==> src/rtl/chan_io_pkg.sv <==
package chan_io_pkg;

    localparam int CHW  = 6;
    localparam int DW   = 16;
    localparam int NREG = 3;
    localparam int SELW = $clog2(NREG + 1);

    typedef enum logic [1:0] {
        CTL_NONE  = 2'b00,
        CTL_START = 2'b01,
        CTL_CLEAR = 2'b10,
        CTL_PULSE = 2'b11
    } ctl_e;

    typedef enum logic [1:0] {
        TST_BUSY_SET = 2'b00,
        TST_BUSY_CLR = 2'b01,
        TST_DONE_SET = 2'b10,
        TST_DONE_CLR = 2'b11
    } cond_e;

    typedef struct packed {
        logic busy;
        logic done;
    } flags_t;

    typedef struct packed {
        logic start;
        logic clear;
        logic pulse;
    } strobes_t;

    function automatic logic eval_skip(flags_t f, cond_e c);
        case (c)
            TST_BUSY_SET: return f.busy;
            TST_BUSY_CLR: return !f.busy;
            TST_DONE_SET: return f.done;
            default:      return !f.done;
        endcase
    endfunction

endpackage

==> src/rtl/chan_io_match.sv <==
module chan_io_match #(
    parameter int CW = chan_io_pkg::CHW
) (
    input  logic          io_valid,
    input  logic [CW-1:0] addr,
    input  logic [CW-1:0] strap,
    output logic          hit
);
    localparam logic [CW-1:0] RESERVED = {CW{1'b1}};

    always_comb begin
        hit = io_valid && (addr == strap) && (strap != RESERVED);
    end
endmodule

==> src/rtl/chan_io_regs.sv <==
module chan_io_regs #(
    parameter int W  = chan_io_pkg::DW,
    parameter int N  = chan_io_pkg::NREG,
    parameter int SW = chan_io_pkg::SELW
) (
    input  logic              clk,
    input  logic              rst,
    input  logic              wr_en,
    input  logic [SW-1:0]     wr_sel,
    input  logic [W-1:0]      wr_data,
    input  logic [SW-1:0]     ld_sel,
    input  logic [W-1:0]      ld_data,
    input  logic [SW-1:0]     rd_sel,
    output logic [W-1:0]      rd_data,
    output logic [N-1:0][W-1:0] regs
);
    for (genvar i = 0; i < N; i++) begin : g_reg
        localparam logic [SW-1:0] CODE = SW'(i + 1);
        always_ff @(posedge clk) begin
            if (rst) begin
                regs[i] <= '0;
            end else if (wr_en && wr_sel == CODE) begin
                regs[i] <= wr_data;
            end else if (ld_sel == CODE) begin
                regs[i] <= ld_data;
            end
        end
    end

    always_comb begin
        rd_data = '0;
        for (int k = 0; k < N; k++) begin
            if (rd_sel == SW'(k + 1)) rd_data = regs[k];
        end
    end
endmodule

==> src/rtl/chan_io_flags.sv <==
module chan_io_flags
    import chan_io_pkg::*;
(
    input  logic     clk,
    input  logic     rst,
    input  ctl_e     ctl,
    input  logic     complete,
    output flags_t   flags,
    output strobes_t strobes
);
    always_ff @(posedge clk) begin
        if (rst) begin
            flags   <= '0;
            strobes <= '0;
        end else begin
            strobes <= '0;
            case (ctl)
                CTL_CLEAR: begin
                    flags         <= '0;
                    strobes.clear <= 1'b1;
                end
                CTL_START: begin
                    flags.busy    <= 1'b1;
                    flags.done    <= 1'b0;
                    strobes.start <= 1'b1;
                end
                default: begin
                    if (ctl == CTL_PULSE) strobes.pulse <= 1'b1;
                    if (complete && flags.busy) begin
                        flags.busy <= 1'b0;
                        flags.done <= 1'b1;
                    end
                end
            endcase
        end
    end
endmodule

==> src/rtl/chan_io_ctrl.sv <==
module chan_io_ctrl
    import chan_io_pkg::*;
#(
    parameter int CW = CHW,
    parameter int W  = DW
) (
    input  logic          clk,
    input  logic          rst,
    input  logic [CW-1:0] strap_chan,
    input  logic          bus_io,
    input  logic [CW-1:0] bus_chan,
    input  logic          bus_wr,
    input  logic          bus_rd,
    input  logic [1:0]    bus_sel,
    input  logic [W-1:0]  bus_wdata,
    input  logic [1:0]    bus_ctl,
    input  logic          bus_tst,
    input  logic [1:0]    bus_cond,
    output logic [W-1:0]  bus_rdata,
    output logic          bus_skip,
    output logic          dev_start,
    output logic          dev_clear,
    output logic          dev_pulse,
    input  logic          dev_done,
    input  logic [1:0]    dev_load_sel,
    input  logic [W-1:0]  dev_load_data,
    output logic [W-1:0]  reg_a,
    output logic [W-1:0]  reg_b,
    output logic [W-1:0]  reg_c,
    output logic          busy,
    output logic          done
);
    logic                  hit;
    logic [W-1:0]          rd_data;
    logic [NREG-1:0][W-1:0] regs;
    ctl_e                  ctl_eff;
    flags_t                flags;
    strobes_t              strobes;

    chan_io_match #(.CW(CW)) u_match (
        .io_valid (bus_io),
        .addr     (bus_chan),
        .strap    (strap_chan),
        .hit      (hit)
    );

    chan_io_regs #(.W(W), .N(NREG), .SW(SELW)) u_regs (
        .clk     (clk),
        .rst     (rst),
        .wr_en   (hit && bus_wr),
        .wr_sel  (bus_sel),
        .wr_data (bus_wdata),
        .ld_sel  (dev_load_sel),
        .ld_data (dev_load_data),
        .rd_sel  (bus_sel),
        .rd_data (rd_data),
        .regs    (regs)
    );

    always_comb begin
        ctl_eff = hit ? ctl_e'(bus_ctl) : CTL_NONE;
    end

    chan_io_flags u_flags (
        .clk      (clk),
        .rst      (rst),
        .ctl      (ctl_eff),
        .complete (dev_done),
        .flags    (flags),
        .strobes  (strobes)
    );

    always_comb begin
        bus_rdata = (hit && bus_rd) ? rd_data : '0;
        bus_skip  = hit && bus_tst && eval_skip(flags, cond_e'(bus_cond));
        dev_start = strobes.start;
        dev_clear = strobes.clear;
        dev_pulse = strobes.pulse;
        reg_a     = regs[0];
        reg_b     = regs[1];
        reg_c     = regs[2];
        busy      = flags.busy;
        done      = flags.done;
    end
endmodule

==> config.mk <==
export PLATFORM = sky130hd
export DESIGN_NAME = chan_io_ctrl
export DESIGN_NICKNAME = d
export VERILOG_FILES = /design/src/rtl/chan_io_pkg.sv /design/src/rtl/chan_io_match.sv /design/src/rtl/chan_io_regs.sv /design/src/rtl/chan_io_flags.sv /design/src/rtl/chan_io_ctrl.sv
export SDC_FILE = /design/constraint.sdc
export NUM_CORES = 1
export LEC_CHECK = 0
export BUFFER_PORTS_ARGS = -buffer_cell sky130_fd_sc_hd__clkbuf_2
export CORE_MARGIN = 2
export CORE_UTILIZATION = 53
export CTS_CLUSTER_DIAMETER = 120
export DETAILED_ROUTE_END_ITERATION = 10
export PLACE_DENSITY = 0.86
export SLEW_MARGIN = 5
export SYNTH_ARGS = -nofsm -noshare
export SYNTH_HDL_FRONTEND = slang
export SYNTH_SLANG_ARGS = --single-unit
==> constraint.sdc <==
create_clock -name clk -period 5.4 [get_ports clk]
set_clock_uncertainty 0.05 [all_clocks]
set_input_delay 0.27 -clock clk [delete_from_list [all_inputs] [get_ports clk]]
set_output_delay 0.27 -clock clk [all_outputs]
set_load 0.05 [all_outputs]
* After elaboration in Yosys (flattened, before gate mapping)
Index checks and enable logic that the tools add are counted.
** Word-level totals
- Register bits after elaboration :: 53
- Output and inout port bits :: 70
- Logic and storage cells :: 56
** Cells by class
- Equality and inequality tests :: 13
- Mux-type cells :: 17
- Reductions and logical operators :: 18
** Operators by type and width (count)
- 2-to-1 mux 16 bit :: 10
- == test 2 bit, second input constant :: 7
- logical AND 1 bit :: 10
- == test 2 x 1 -> 1 bit, second input constant :: 4
- == test 6 bit :: 1
- != test 6 bit, second input constant :: 1
- nonzero test 2 bit :: 3
- 2-to-1 mux 2 bit :: 2
- one-hot mux 2 bit (2 select lines) :: 1
- 2-to-1 mux 1 bit :: 3
- one-hot mux 1 bit (3 select lines) :: 1
- nonzero test 3 bit :: 1
- OR reduction 3 bit :: 1
- zero test 1 bit :: 2
- zero test 2 bit :: 1

* Longest topological paths before layout
- Depth in word-level cells :: 6
- Mapped depth :: 7
- Gate-level depth less buffers :: 7

* Cells and area by module
Synthesis repeated with hierarchy kept, for this count alone.
** Unflattened totals
- Cells, all modules :: 371
- Area total of the unflattened synthesis :: 3039.2 um^2
** By module, submodules not included
- chan_io_regs :: times used 1, cells each 314, area each 2571.2 um^2
- chan_io_flags :: times used 1, cells each 19, area each 214.0 um^2
- chan_io_ctrl :: times used 1, cells each 26, area each 171.4 um^2
- chan_io_match :: times used 1, cells each 12, area each 82.6 um^2

* Least setup slack after synthesis
No wires, ideal clock.
- Path kind :: input -> output
- Start point :: in strap_chan[1]
- End point :: out bus_rdata[10]
- Arrival time :: 2.195 ns
- Data required time :: 5.080 ns
- Path slack :: 2.885 ns
- Stages :: 5
- Buffers on the path :: 1
- Path through :: and4_1 -> a311oi_2 -> nand4_1 -> buf_2 -> nor2_1
** On the way
- Cells in the longest elaborated chain, start to end :: 5
** Ends and longest elaborated chain
- from (decl) :: RTL line chan_io_ctrl.sv:9 : input logic [CW-1:0] strap_chan,
- == test 6 bit :: RTL line chan_io_match.sv:12 : hit = io_valid && (addr == strap) && (strap != RESERVED);
- logical AND 1 bit :: RTL line chan_io_match.sv:12
- logical AND 1 bit * :: RTL line chan_io_match.sv:12
- logical AND 1 bit * :: RTL line chan_io_ctrl.sv:74 : bus_rdata = (hit && bus_rd) ? rd_data : '0;
- 2-to-1 mux 16 bit * :: RTL line chan_io_ctrl.sv:74
- to (decl) :: RTL line chan_io_ctrl.sv:19 : output logic [W-1:0] bus_rdata,
Mark *: on every way between the ends. The rest lies on a longest branch, timed or not.

* Worst setup path after layout
- Start point :: in strap_chan[2]
- End point :: out bus_rdata[7]
The elaborated chain is that of the path after synthesis.

==> flow_summary.json <==
{
  "syn-cell-area_um2": 3208,
  "yosysTopAreaCell": "dfxtp_1",
  "path_common_cell": "clkbuf_2",
  "core.rowCount": 28,
  "ys_seq_area_share_pct": 33.07,
  "worst_r2r_endpoint": "u_regs.regs[46]",
  "firstDrtPassIters": 4,
  "cp_max_fo": 16,
  "synthTopCellsByArea": "dfxtp_1 (33%), mux2i_1 (15%), a211o_1 (8.7%)",
  "cts_made_buffers": 5,
  "ir_worst_vdd_mv": 0.1291,
  "finalHoldWorstSlack_ps": 211.9,
  "wl_per_cell_um": 16.08,
  "cp_cell_sequence": "clkbuf_2 -> xor2_1 -> nor4_4 -> nand4_1 -> nor2_1 -> clkbuf_2",
  "slew_headroom_pct": 39.40,
  "crit_end": "bus_rdata[7]",
  "hold_class": "in2reg",
  "layout-drive-gt1-share_pct": 35.01,
  "grt_max_degree": 70,
  "fin_tns_setup_ps": 0,
  "cts.htree.levels": 2,
  "power_uw": 913.1,
  "drc": 0,
  "synthesis.nets": 415,
  "syn_area_per_cell_um2": 9.088,
  "fp.dieH_um": 81.80,
  "critPathCaptureType": "output pin",
  "worst_pin_slew_ps": 906.3,
  "maxCapViolCount": 0,
  "hold_violations": 0,
  "maxSlewViolCount": 0,
  "yosysWarningCount": 0,
  "cpPeakStageDelay_ps": 830,
  "fin_util_pct": 66.24,
  "place_area_um2": 3815,
  "num-nets-final": 518,
  "routabilityCongestion": 0.7727,
  "overflow": 0,
  "ios": 129,
  "path_class": "in2out",
  "status": "finished, final reports clean",
  "grt_pass1_wl_mm": 13.43,
  "cp-start-kind": "primary input",
  "setup_ws_ps": 2434,
  "grt_antenna_before_repair": 0,
  "nFillCells": 516,
  "cts_resized": 0,
  "synth-seq-cells": 53,
  "port_buffers": 128,
  "fin_area_um2": 3899,
  "ant_nets": 0,
  "die_area_um2": 6691,
  "required_ps": 5080,
  "period_needed_ps": 2966,
  "setup_viol": 0,
  "fin_cells": 532,
  "num_vias": 3080,
  "dpl.hpwl_mm": 5.949,
  "dieWidth_um": 81.80,
  "power-per-cell-area_nw_per_um2": 234.2,
  "rrSetupSlack_ps": 4400,
  "final_cell_mix": "clkbuf_2 (128), dfxtp_1 (53), nor2_1 (49), mux2i_1 (49), a211o_1 (32)",
  "grtUsageTotal_pct": 25.71,
  "synth_cells": 353,
  "routed_wirelength_mm": 8.557,
  "clock-sinks": 53,
  "cp-startpoint": "strap_chan[2]",
  "r2r_cells": 3,
  "cts-root-buf": "clkbuf_8",
  "layout_commonest_cell": "clkbuf_2",
  "start_util_pct": 54.51,
  "grt_setup_unrepaired": "false",
  "cp.arrival_ps": 2650,
  "viasPerCell": 5.789,
  "dp_slack_ps": 2435,
  "clock_path_buffers": 2,
  "antenna-diode-count": 0,
  "fmax_mhz": 337.2,
  "syn_to_final_growth_pct": 21.53,
  "reg2reg_from": "u_regs.regs[46]",
  "fin_crit_sh_pct": 54.92,
  "post_cts_buffers": 0,
  "drt_iter0_markers": 165,
  "synth.top_cell.area_share_pct": 33.07,
  "worst_path_max_delay_cell": "nand4_1",
  "cts.clk_slew.worst_paths_ps": 90,
  "grt_pass1_vias": 2826,
  "cts_tree": "yes",
  "p_leak_nw": 1.998,
  "clock_latency_ps": 290,
  "cts_hold_buf": 0,
  "yosysUniqueCellTypes": 30,
  "core_region_area_um2": 5886,
  "dp_cells": 524
}
worst min path at each step:
stage                                start                to  slack, ps  depth (start not counted)
after floorplan               bus_wdata[0]    u_regs.regs[0]        420                          2
after global placement    u_flags.flags[0]  u_flags.flags[0]        470                          2
after detailed placement  u_flags.flags[0]  u_flags.flags[0]        490                          2
after CTS                     bus_wdata[2]    u_regs.regs[2]        210                          3
after global routing          bus_wdata[2]    u_regs.regs[2]        210                          3
final                        bus_wdata[11]   u_regs.regs[11]        210                          3
cell type report:
| type | instances | area, µm² | area share, % |
|---|---|---|---|
| Clock buffer | 7 | 76.32 | 1.958 |
| Clock inverter | 1 | 7.507 | 0.1926 |
| Inverter | 17 | 63.81 | 1.637 |
| Multi-Input combinational cell | 248 | 1933 | 49.58 |
| Sequential cell | 53 | 1061 | 27.21 |
| Tap cell | 75 | 93.84 | 2.407 |
| Timing Repair Buffer | 131 | 663.1 | 17.01 |
power breakdown:
| group | leakage (nW) | total [mW] | switching, mW | internal, mW |
|---|---|---|---|---|
| Combinational | 1.52 | 0.260 | 0.175 | 0.0850 |
| Clock | 0.0385 | 0.219 | 0.127 | 0.0921 |
| Sequential | 0.437 | 0.434 | 0.0187 | 0.415 |
| Total | 2.00 | 0.913 | 0.321 | 0.592 |
critical path, delay by kind of cell:
kind | cells | cell delay, ps
xor+xnor | 1 | 190
buf+inv | 2 | 430
simple gates | 3 | 1760
registers in the layout, summed over array words and instances (netlist names):
name             cells
u_flags.strobes      3
u_regs.regs         48
u_flags.flags        2
cells in the mapped netlist:
master	n
nor3b_1	1
nor2_1	49
a22oi_1	16
nand4_1	2
and3_1	3
ha_1	3
nand2b_1	16
nor4_4	1
a311o_1	16
nand4_4	2
mux2i_1	49
nand2_1	1
a211o_1	32
nand3_1	2
xnor2_1	1
buf_2	3
mux2_2	16
and2_1	2
dfxtp_1	53
clkbuf_1	28
inv_1	17
buf_1	1
xor2_1	6
nor2b_1	6
nor4b_1	1
a311oi_2	1
and4_1	3
nor3_1	1
buf_6	3
a21oi_1	18
routing by layer:
metal,global-route usage [%],vias to the layer above,wire [µm]
met2,45.12,108,4365
met4,5.667,0,41
met1,33.17,1484,3695
met3,4.066,4,454
li1,-,1484,-
met5,0,-,0
logic make-up (layout without fill, tap and decap cells):
family / count (synthesis) / in the layout / synth area share, %
muxes: 65 / 65 / 20.90
adders and majority gates: 3 / 3 / 1.170
AOI/OAI and AO/OA: 83 / 83 / 20.75
DFF: 53 / 53 / 33.07
xor gates and xnor gates: 7 / 7 / 1.911
buffers and inverters: 52 / 156 / 6.903
and+or+nand+nor: 90 / 90 / 15.29
Note: power is estimated with default switching activity, not from simulation.
